File: src/rtl/spc_pkg.sv
package spc_pkg;

    localparam int unsigned CMD_W = 4;

    localparam logic [CMD_W-1:0] CMD_CFG_WRITE = 4'b1011;
    localparam logic [CMD_W-1:0] CMD_SPECIAL   = 4'b0001;

    typedef enum logic [2:0] {
        ST_IDLE       = 3'd0,
        ST_QUEUED     = 3'd1,
        ST_ISSUE      = 3'd2,
        ST_WAIT_ABORT = 3'd3,
        ST_COMPLETE   = 3'd4
    } spc_state_e;

    typedef struct packed {
        logic retry;
        logic ready;
        logic disc;
    } spc_resp_t;

endpackage

File: src/rtl/spc_entry_match.sv
module spc_entry_match #(
    parameter int unsigned AW = 32,
    parameter int unsigned DW = 32
) (
    input  logic [AW-1:0]            ent_addr,
    input  logic [spc_pkg::CMD_W-1:0] ent_cmd,
    input  logic [DW-1:0]            ent_data,
    input  logic [AW-1:0]            cur_addr,
    input  logic [spc_pkg::CMD_W-1:0] cur_cmd,
    input  logic [DW-1:0]            cur_data,
    output logic                     hit
);

    logic addr_eq;
    logic cmd_eq;
    logic data_eq;

    always_comb begin
        addr_eq = (ent_addr == cur_addr);
        cmd_eq  = (ent_cmd  == cur_cmd);
        data_eq = (ent_data == cur_data);
        hit     = addr_eq && cmd_eq && data_eq;
    end

endmodule

File: src/rtl/spc_discard_timer.sv
module spc_discard_timer #(
    parameter int unsigned LIMIT = 1024
) (
    input  logic clk,
    input  logic rst,
    input  logic run,
    output logic expire
);

    localparam int unsigned CNT_W = $clog2(LIMIT + 1);
    localparam logic [CNT_W-1:0] LAST = CNT_W'(LIMIT - 1);

    typedef struct packed {
        logic [CNT_W-1:0] cnt;
    } tmr_t;

    tmr_t r_d, r_q;

    always_comb begin
        r_d = r_q;
        if (!run) begin
            r_d.cnt = '0;
        end else if (r_q.cnt != LAST) begin
            r_d.cnt = r_q.cnt + 1'b1;
        end
        expire = run && (r_q.cnt == LAST);
    end

    always_ff @(posedge clk) begin
        if (rst) begin
            r_q <= '0;
        end else begin
            r_q <= r_d;
        end
    end

endmodule

File: src/rtl/spc_delay_ctrl.sv
module spc_delay_ctrl
    import spc_pkg::*;
#(
    parameter int unsigned AW             = 32,
    parameter int unsigned DW             = 32,
    parameter int unsigned DISCARD_CYCLES = 1024
) (
    input  logic              clk,
    input  logic              rst,
    input  logic              ini_req,
    input  logic [AW-1:0]     ini_addr,
    input  logic [CMD_W-1:0]  ini_cmd,
    input  logic [DW-1:0]     ini_data,
    input  logic              ini_multi,
    output logic              ini_retry,
    output logic              ini_ready,
    output logic              ini_disc,
    output logic              tgt_req,
    input  logic              tgt_gnt,
    output logic              tgt_start,
    output logic [AW-1:0]     tgt_addr,
    output logic [CMD_W-1:0]  tgt_cmd,
    output logic [DW-1:0]     tgt_data,
    input  logic              tgt_done,
    input  logic              tgt_mabort
);

    typedef struct packed {
        spc_state_e        st;
        logic [AW-1:0]     addr;
        logic [CMD_W-1:0]  cmd;
        logic [DW-1:0]     data;
        spc_resp_t         resp;
    } ctl_t;

    ctl_t c_d, c_q;

    logic hit;
    logic expire;
    logic in_complete;
    logic tgt_end;

    assign in_complete = (c_q.st == ST_COMPLETE);
    assign tgt_end     = tgt_done || tgt_mabort;

    spc_entry_match #(
        .AW (AW),
        .DW (DW)
    ) i_match (
        .ent_addr (c_q.addr),
        .ent_cmd  (c_q.cmd),
        .ent_data (c_q.data),
        .cur_addr (ini_addr),
        .cur_cmd  (ini_cmd),
        .cur_data (ini_data),
        .hit      (hit)
    );

    spc_discard_timer #(
        .LIMIT (DISCARD_CYCLES)
    ) i_timer (
        .clk    (clk),
        .rst    (rst),
        .run    (in_complete),
        .expire (expire)
    );

    always_comb begin
        c_d      = c_q;
        c_d.resp = '0;
        unique case (c_q.st)
            ST_IDLE: begin
                if (ini_req) begin
                    c_d.addr       = ini_addr;
                    c_d.cmd        = ini_cmd;
                    c_d.data       = ini_data;
                    c_d.resp.retry = 1'b1;
                    c_d.st         = ST_QUEUED;
                end
            end
            ST_QUEUED: begin
                c_d.resp.retry = ini_req;
                if (tgt_gnt) begin
                    c_d.st = ST_ISSUE;
                end
            end
            ST_ISSUE: begin
                c_d.resp.retry = ini_req;
                c_d.st         = ST_WAIT_ABORT;
            end
            ST_WAIT_ABORT: begin
                c_d.resp.retry = ini_req;
                if (tgt_end) begin
                    c_d.st = ST_COMPLETE;
                end
            end
            ST_COMPLETE: begin
                if (ini_req && hit) begin
                    c_d.resp.ready = 1'b1;
                    c_d.resp.disc  = ini_multi;
                    c_d.st         = ST_IDLE;
                    c_d.addr       = '0;
                    c_d.cmd        = '0;
                    c_d.data       = '0;
                end else begin
                    c_d.resp.retry = ini_req;
                    if (expire) begin
                        c_d.st   = ST_IDLE;
                        c_d.addr = '0;
                        c_d.cmd  = '0;
                        c_d.data = '0;
                    end
                end
            end
            default: begin
                c_d = '0;
            end
        endcase
    end

    always_ff @(posedge clk) begin
        if (rst) begin
            c_q <= '0;
        end else begin
            c_q <= c_d;
        end
    end

    assign ini_retry = c_q.resp.retry;
    assign ini_ready = c_q.resp.ready;
    assign ini_disc  = c_q.resp.disc;
    assign tgt_req   = (c_q.st == ST_QUEUED);
    assign tgt_start = (c_q.st == ST_ISSUE);
    assign tgt_addr  = c_q.addr;
    assign tgt_data  = c_q.data;
    assign tgt_cmd   = CMD_SPECIAL;

endmodule

File: config.mk
export PLATFORM = sky130hd
export DESIGN_NAME = spc_delay_ctrl
export DESIGN_NICKNAME = d
export VERILOG_FILES = /design/src/rtl/spc_pkg.sv /design/src/rtl/spc_entry_match.sv /design/src/rtl/spc_discard_timer.sv /design/src/rtl/spc_delay_ctrl.sv
export SDC_FILE = /design/constraint.sdc
export NUM_CORES = 1
export LEC_CHECK = 0
export ABC_AREA = 1
export BUFFER_PORTS_ARGS = -buffer_cell sky130_fd_sc_hd__buf_2
export CORE_ASPECT_RATIO = 0.6
export CORE_UTILIZATION = 30
export DETAILED_ROUTE_END_ITERATION = 8
export GPL_TIMING_DRIVEN = 1
export PLACE_DENSITY = 0.56
export SETUP_SLACK_MARGIN = 0.05
export SYNTH_ARGS = -nofsm -noshare
export SYNTH_HDL_FRONTEND = slang
export SYNTH_SLANG_ARGS = --single-unit
export TNS_END_PERCENT = 20
File: constraint.sdc
create_clock -name clk -period 2.75 [get_ports clk]
set_clock_uncertainty 0.2 [all_clocks]
set_input_delay 0.4125 -clock clk [delete_from_list [all_inputs] [get_ports clk]]
set_output_delay 0.4125 -clock clk [all_outputs]
set_load 0.05 [all_outputs]
# After elaboration in Yosys (flattened, before gate mapping)
# Index checks and enable logic that the tools add are counted.
dict set report word_totals {
  wordCells 46
  reg_bits 85
  out_inout_bits 73
  in_bits 75
}
dict set report classes {
  eq_ne 13
  reduce_logical 11
  n_addsub 1
  mux 10
  bitwise_logic 3
}
# op count
set op_table {}
lappend op_table {{$pmux 68 s3} 1}
lappend op_table {{$mux 71} 2}
lappend op_table {{$mux 72} 1}
lappend op_table {{$eq 32x32->1} 2}
lappend op_table {{$pmux 3 s5} 1}
lappend op_table {{$add 11x1->11 const B} 1}
lappend op_table {{$eq 11x10->1 const B} 1}
lappend op_table {{$ne 11x10->1 const B} 1}
lappend op_table {{$eq 3x2->1 const B} 2}
lappend op_table {{$mux 3} 2}
lappend op_table {{$reduce_or 3->1} 2}
lappend op_table {{$eq 4x4->1} 1}
lappend op_table {{$logic_and 1x1->1} 4}
lappend op_table {{$ne 2x2->1 const B} 2}
lappend op_table {{$reduce_and 4->1} 1}
lappend op_table {{$eq 3x1->1 const B} 1}
lappend op_table {{$eq 3x3->1 const B} 1}
lappend op_table {{$logic_not 3->1} 1}
lappend op_table {{$ne 3x3->1 const B} 1}
lappend op_table {{$not 1->1} 3}
lappend op_table {{$pmux 1 s3} 1}
lappend op_table {{$reduce_and 3->1} 1}
lappend op_table {{$mux 2} 1}
lappend op_table {{$ne 2x1->1 const B} 1}
lappend op_table {{other kinds (3)} 3}

# Longest topological paths before layout
dict set report depth {
  word_depth 6
  mapped_depth 16
}

# Cells and area by module
# From an unflattened synthesis, not the netlist that was laid out.
dict set report unflattened {
  cells_unflattened 722
  hier_area_um2 5047.3
}
# mod area_each_um2 seq_area_each_um2 cells_per_inst instances
set by_module_without_submodules {}
lappend by_module_without_submodules {spc_delay_ctrl 3435.8 1481.4 440 1}
lappend by_module_without_submodules {spc_entry_match 1018.5 0.0 202 1}
lappend by_module_without_submodules {spc_discard_timer 593.1 220.2 80 1}

# Worst setup path before layout
# No wires, ideal clock.
dict set report synth_path {
  kind {register to register}
  from {register c_q[71] (netlist bit)}
  to {register c_q[71] (netlist bit)}
  path_slack_ps 311
  arrival_ps 2123
  synth_period_minus_slack_ps 2439
  required_ps 2434
  setup_ps 116
  path_stages_with_launch 6
  path_cell_list {dfxtp_1 -> inv_1 -> nor3_1 -> a221oi_1 -> a21oi_1 -> nor2_1}
}
# item line_no
set synth_lines {}
lappend synth_lines {{from (decl)} spc_delay_ctrl.sv:36} ;# ctl_t c_d, c_q;
lappend synth_lines {{from (signal assigned)} spc_delay_ctrl.sv:123} ;# c_q <= '0;
lappend synth_lines {{from (signal assigned)} spc_delay_ctrl.sv:125} ;# c_q <= c_d;
lappend synth_lines {{$eq 3x1->1 (*)} --}
lappend synth_lines {{via tgt_req} spc_delay_ctrl.sv:18} ;# output logic tgt_req,
lappend synth_lines {{$ne 2x1->1 (no source line)} --}
lappend synth_lines {{$reduce_and 4->1 (no source line)} --}
# The timed path passes the listed nets; every way through them passes the cells marked *.
# A chain may end at the register's enable or synchronous reset.

# Worst setup path after layout
dict set report layout_path {
  from {register c_q, in the netlist tgt_addr[7]}
  to {register c_q, in the netlist tgt_addr[9]}
}
dict set report layout_between {
  elab_chain_cells 6
}
# item line_no
set layout_lines {}
lappend layout_lines {{$eq 32x32->1 (*)} spc_entry_match.sv:19} ;# addr_eq = (ent_addr == cur_addr);
lappend layout_lines {{$logic_and 1x1->1 (*) (2 in series)} spc_entry_match.sv:22} ;# hit = addr_eq && cmd_eq && data_eq;
lappend layout_lines {{$logic_and 1x1->1 (*)} spc_delay_ctrl.sv:98} ;# if (ini_req && hit) begin
lappend layout_lines {{$ne 3x3->1 (no source line) / $mux 71 (equally long branches)} --}
lappend layout_lines {{$reduce_and 3->1 (no source line) / $pmux 68 s3 (equally long branches)} --}
# Every way passes the cells marked *; elsewhere a longest branch is shown, timed or not.

==> results summary <==
The flow ran to the end, and the final reports show no timing, DRC or antenna violations. After synthesis the cells add up to 5470 µm². The slew of the pin with the lowest slew margin is 646 ps.

The number of iterations in the first detailed-routing pass came out at 7. After Yosys synthesis, full adders, half adders and majority gates account for 0.229% of the synthesized area. The cell that appears most often on the critical path is sky130_fd_sc_hd__nand2_1. The peak supply drop is 556 µV. The dominant synthesized flop cell is sky130_fd_sc_hd__dfxtp_1. The number of fill cells came out at 1930. The placement row count came out at 37. The total routed wirelength is 14700 µm. The top cell family by delay on the critical path is simple AND/OR/NAND/NOR gates. The buffer cell driving the clock tree root is sky130_fd_sc_hd__clkbuf_16. The fraction of layout instances using a drive strength above 1 came out at 20.1%. The min-delay analysis places its worst path in the category in -> reg. TritonCTS built the clock tree. Once detail routing completed, the nets flagged for antenna violations numbered 0. The combinational family with the most area after synthesis is simple AND/OR/NAND/NOR gates. The normalized max-slew margin came out at 56.9%.

The most numerous cell in the Yosys netlist is sky130_fd_sc_hd__nand2_1. The count of flip-flops with a built-in enable after synthesis is 0. The total number of yosys warnings came out at 0. The worst setup path is launched from a flip-flop.

The endpoint arrival time on the critical path came out at 2380 ps. The share of synthesized flip-flops with an asynchronous set or reset came out at 0%. Counting distinct cell types in the post-synthesis netlist gives 29. The count of instances resized after the clock tree is built is 0. The flip-flop and latch count after synthesis is 85. The biggest area contributor in the post-synthesis netlist is sky130_fd_sc_hd__dfxtp_1.

The fraction of synthesized cell area taken by the top area cell type is 31.1%. The effective utilization at floorplan came out at 31.3%. The total DRC errors in the routed layout came out at 0. The starting DRC count in detailed routing came out at 301. The xor/xnor share of the synthesized area came out at 6.56%. Hold repair after CTS inserted 0 buffers. The max-slew violation count is 0.

In the final design database the tool counted 1013 nets. The clock transition time at the flip-flop clock pins of the worst setup and hold paths is 70 ps. For this design the ratio of total power to cell area is 1350 nW/µm². The first global-routing pass estimated 23700 µm of wire.

A synthesized cell averages 6.24 µm². The H-tree generated during clock tree synthesis spans 3 levels. The placer's final routability congestion estimate came out at 0.823. The number of max-cap violations came out at 0. Summing the sequential cell areas from Yosys gives 31.1% of the chip area.

The critical path depth came out at 14. The area growth from synthesis to final layout came out at 14.0%. The count of input and output buffers is 143. The cell count after synthesis came out at 877. The worst-case clock buffer depth came out at 2. The largest driver fanout on the critical path is 46. The final hold slack came out at 58.1 ps. The floorplan step defined a die boundary enclosing 18800 µm². Counting cells, the worst reg-to-reg path comes to 14. By startpoint and endpoint, the worst setup path is classified as reg -> reg. The required time of the critical path is 2780 ps. The total global routing overflow came out at 0. The shortest clock period the worst path allows after layout is 2350 ps.

The clock buffer count from CTS came out at 9. The maximum number of pins on one net before global-route repair came out at 47. The hold violation count in the final report came to 0.

The clock insertion delay at the later pin of the skew report is 340 ps. For this run, the top clock speed supported by timing is 0.426 GHz. Setup violations remaining at the end of the flow were counted as 0. The worst setup path is captured at a flip-flop. After legalization and detailed placement, the total HPWL measured 10500 µm. Walking the worst path, the cells encountered are inv_1 -> nand2_1 -> nand2_1 -> nor2_1 -> nand2_1 -> nor2_1 -> nand2_1 -> nor2_2 -> nand4_1 -> nand2_4 -> buf_12 -> nand3_1 -> nand2_1 -> nor2_1. The aggregate negative setup slack came out at 0 ps. By count the netlist is led by sky130_fd_sc_hd__nand2_1 (238), sky130_fd_sc_hd__nor2_1 (151), sky130_fd_sc_hd__dfxtp_1 (85). The count of buffering cells on the critical path with inverters included is 2. The simple-gate share of the synthesized area came out at 36.2%. Sorting the synthesized cells by area gives the leading types as sky130_fd_sc_hd__dfxtp_1 (31%), sky130_fd_sc_hd__nand2_1 (16%), sky130_fd_sc_hd__nor2_1 (10%). The total leakage power came out at 0.00323 µW. The share of the synthesized area in compound gates (AO/OA/AOI/OAI) came out at 7.09%. The number of vias per cell is 4.35. The routed wire length per instance came out at 12.5 µm. For this design, the slowest cell found on the critical path is sky130_fd_sc_hd__dfxtp_1. The core region is 17500 µm².

The detailed-route via count is 5121. The number of top-level pins came out at 148. Buffers added to address setup during post-CTS repair amount to 0.

The hold path depth is 2. The ratio of final minimum period to clock period is 85.5%. The number of clock sinks came out at 85. The number of antenna violations at the first check in global routing is 3. Setup repair after global routing left no endpoint under its margin. In this design, the stage delay of the slowest critical-path cell is 370 ps. The die is 107 µm tall.

For this run, the total global-route usage over all layers was measured as 16.1%. The width of the die came out at 176 µm. The number of global-route vias before repair was 4499.

The portion of netlist area occupied by mux cells came out at 0%.
==> final timing paths <==
check	start	end	slack (ps)
setup / recovery	tgt_addr[7]$_SDFFE_PP0P_	tgt_addr[9]$_SDFFE_PP0P_	400
hold / removal	rst	c_q[72]$_SDFFE_PP0P_	60
setup reg to reg	tgt_addr[7]$_SDFFE_PP0P_	tgt_addr[9]$_SDFFE_PP0P_	400
hold reg to reg	i_timer.r_q[10]$_SDFFE_PP0P_	i_timer.r_q[10]$_SDFFE_PP0P_	260
==> state kept, by name, indices dropped and copies added (netlist names) <==
name / cells
i_timer.r_q: 11
ini_disc: 1
tgt_data: 32
ini_retry: 1
tgt_addr: 32
c_q: 7
ini_ready: 1
==> layer usage <==
layer	up-vias	GRT usage, %	part of all wire [%]
met3	12	5.04	7.7
li1	2745	-	-
met5	-	0	0.088
met4	2	2.96	0.63
met2	137	22.9	37
met1	2225	23.6	54
==> through the flow <==
| step | total power, µW | instances | instance area [µm²] | worst slack [ps] | util (%) |
|---|---|---|---|---|---|
| 2_1_floorplan | 6610 | 879 | 5480 | 311 | - |
| 3_3_place_gp | 7100 | 1160 | 5910 | 303 | 33.7 |
| 3_5_place_dp | 7110 | 1160 | 5910 | 288 | 33.7 |
| 4_1_cts | 8510 | 1176 | 6230 | 417 | 35.6 |
| 5_1_grt | 9140 | 1176 | 6230 | 101 | 35.6 |
| 6_report | 8430 | 1178 | 6240 | 400 | 35.6 |
==> layout make-up <==
cell class / instances / area [µm²] / area share, %
diodes: 2 / 5.00 / 0.0802
clock buffers: 11 / 243 / 3.89
clock inverters: 5 / 83.8 / 1.34
inverters: 79 / 297 / 4.75
multi-input cells: 607 / 2770 / 44.4
flip-flops and latches: 85 / 1700 / 27.3
well taps: 234 / 293 / 4.69
repair buffers: 155 / 843 / 13.5
==> power breakdown <==
part           switching [µW]  leakage (µW)  internal [µW]
clock network             543      0.000152            824
registers                 437      0.000699           1710
logic                    3480       0.00238           1430
==> placed cells by master, fill, tap and decap left out <==
master | netlist | layout
sky130_fd_sc_hd__nand2_1 | 238 | 238
sky130_fd_sc_hd__nor2_1 | 151 | 151
sky130_fd_sc_hd__buf_2 | 13 | 143
sky130_fd_sc_hd__dfxtp_1 | 85 | 85
sky130_fd_sc_hd__inv_1 | 73 | 73
sky130_fd_sc_hd__nand3_1 | 70 | 70
sky130_fd_sc_hd__a21oi_1 | 66 | 66
sky130_fd_sc_hd__xnor2_1 | 27 | 27
sky130_fd_sc_hd__xor2_1 | 14 | 14
sky130_fd_sc_hd__clkbuf_16 | 0 | 9
sky130_fd_sc_hd__buf_4 | 75 | 9
sky130_fd_sc_hd__o21ai_0 | 7 | 7
sky130_fd_sc_hd__nor3_1 | 6 | 6
sky130_fd_sc_hd__nand4_1 | 6 | 6
sky130_fd_sc_hd__inv_2 | 6 | 6
sky130_fd_sc_hd__or2_2 | 5 | 5
sky130_fd_sc_hd__conb_1 | 2 | 4
sky130_fd_sc_hd__buf_12 | 0 | 3
sky130_fd_sc_hd__diode_2 | 0 | 2
sky130_fd_sc_hd__nor2_2 | 3 | 2
sky130_fd_sc_hd__nand2_4 | 1 | 2
sky130_fd_sc_hd__bufinv_16 | 0 | 2
sky130_fd_sc_hd__clkinvlp_4 | 0 | 2
sky130_fd_sc_hd__o21ai_1 | 1 | 1
sky130_fd_sc_hd__nand2_2 | 2 | 1
sky130_fd_sc_hd__nor3b_2 | 1 | 1
sky130_fd_sc_hd__o21ai_4 | 0 | 1
sky130_fd_sc_hd__nor2_4 | 0 | 1
sky130_fd_sc_hd__a221oi_1 | 1 | 1
sky130_fd_sc_hd__nor3b_1 | 1 | 1
sky130_fd_sc_hd__nand3b_1 | 1 | 1
sky130_fd_sc_hd__ha_1 | 1 | 1
sky130_fd_sc_hd__clkinv_4 | 0 | 1
sky130_fd_sc_hd__clkbuf_8 | 0 | 1
sky130_fd_sc_hd__clkbuf_1 | 11 | 1
==> logic make-up (layout without fill, tap and decap cells) <==
logic type | Yosys count | count (layout)
xor+xnor | 41 | 41
simple gates | 485 | 485
flops | 85 | 85
fa+ha+maj | 1 | 1
compound gates | 76 | 76
buf+inv | 187 | 250
other cells | 2 | 6
Note: power is estimated with default switching activity, not from simulation.
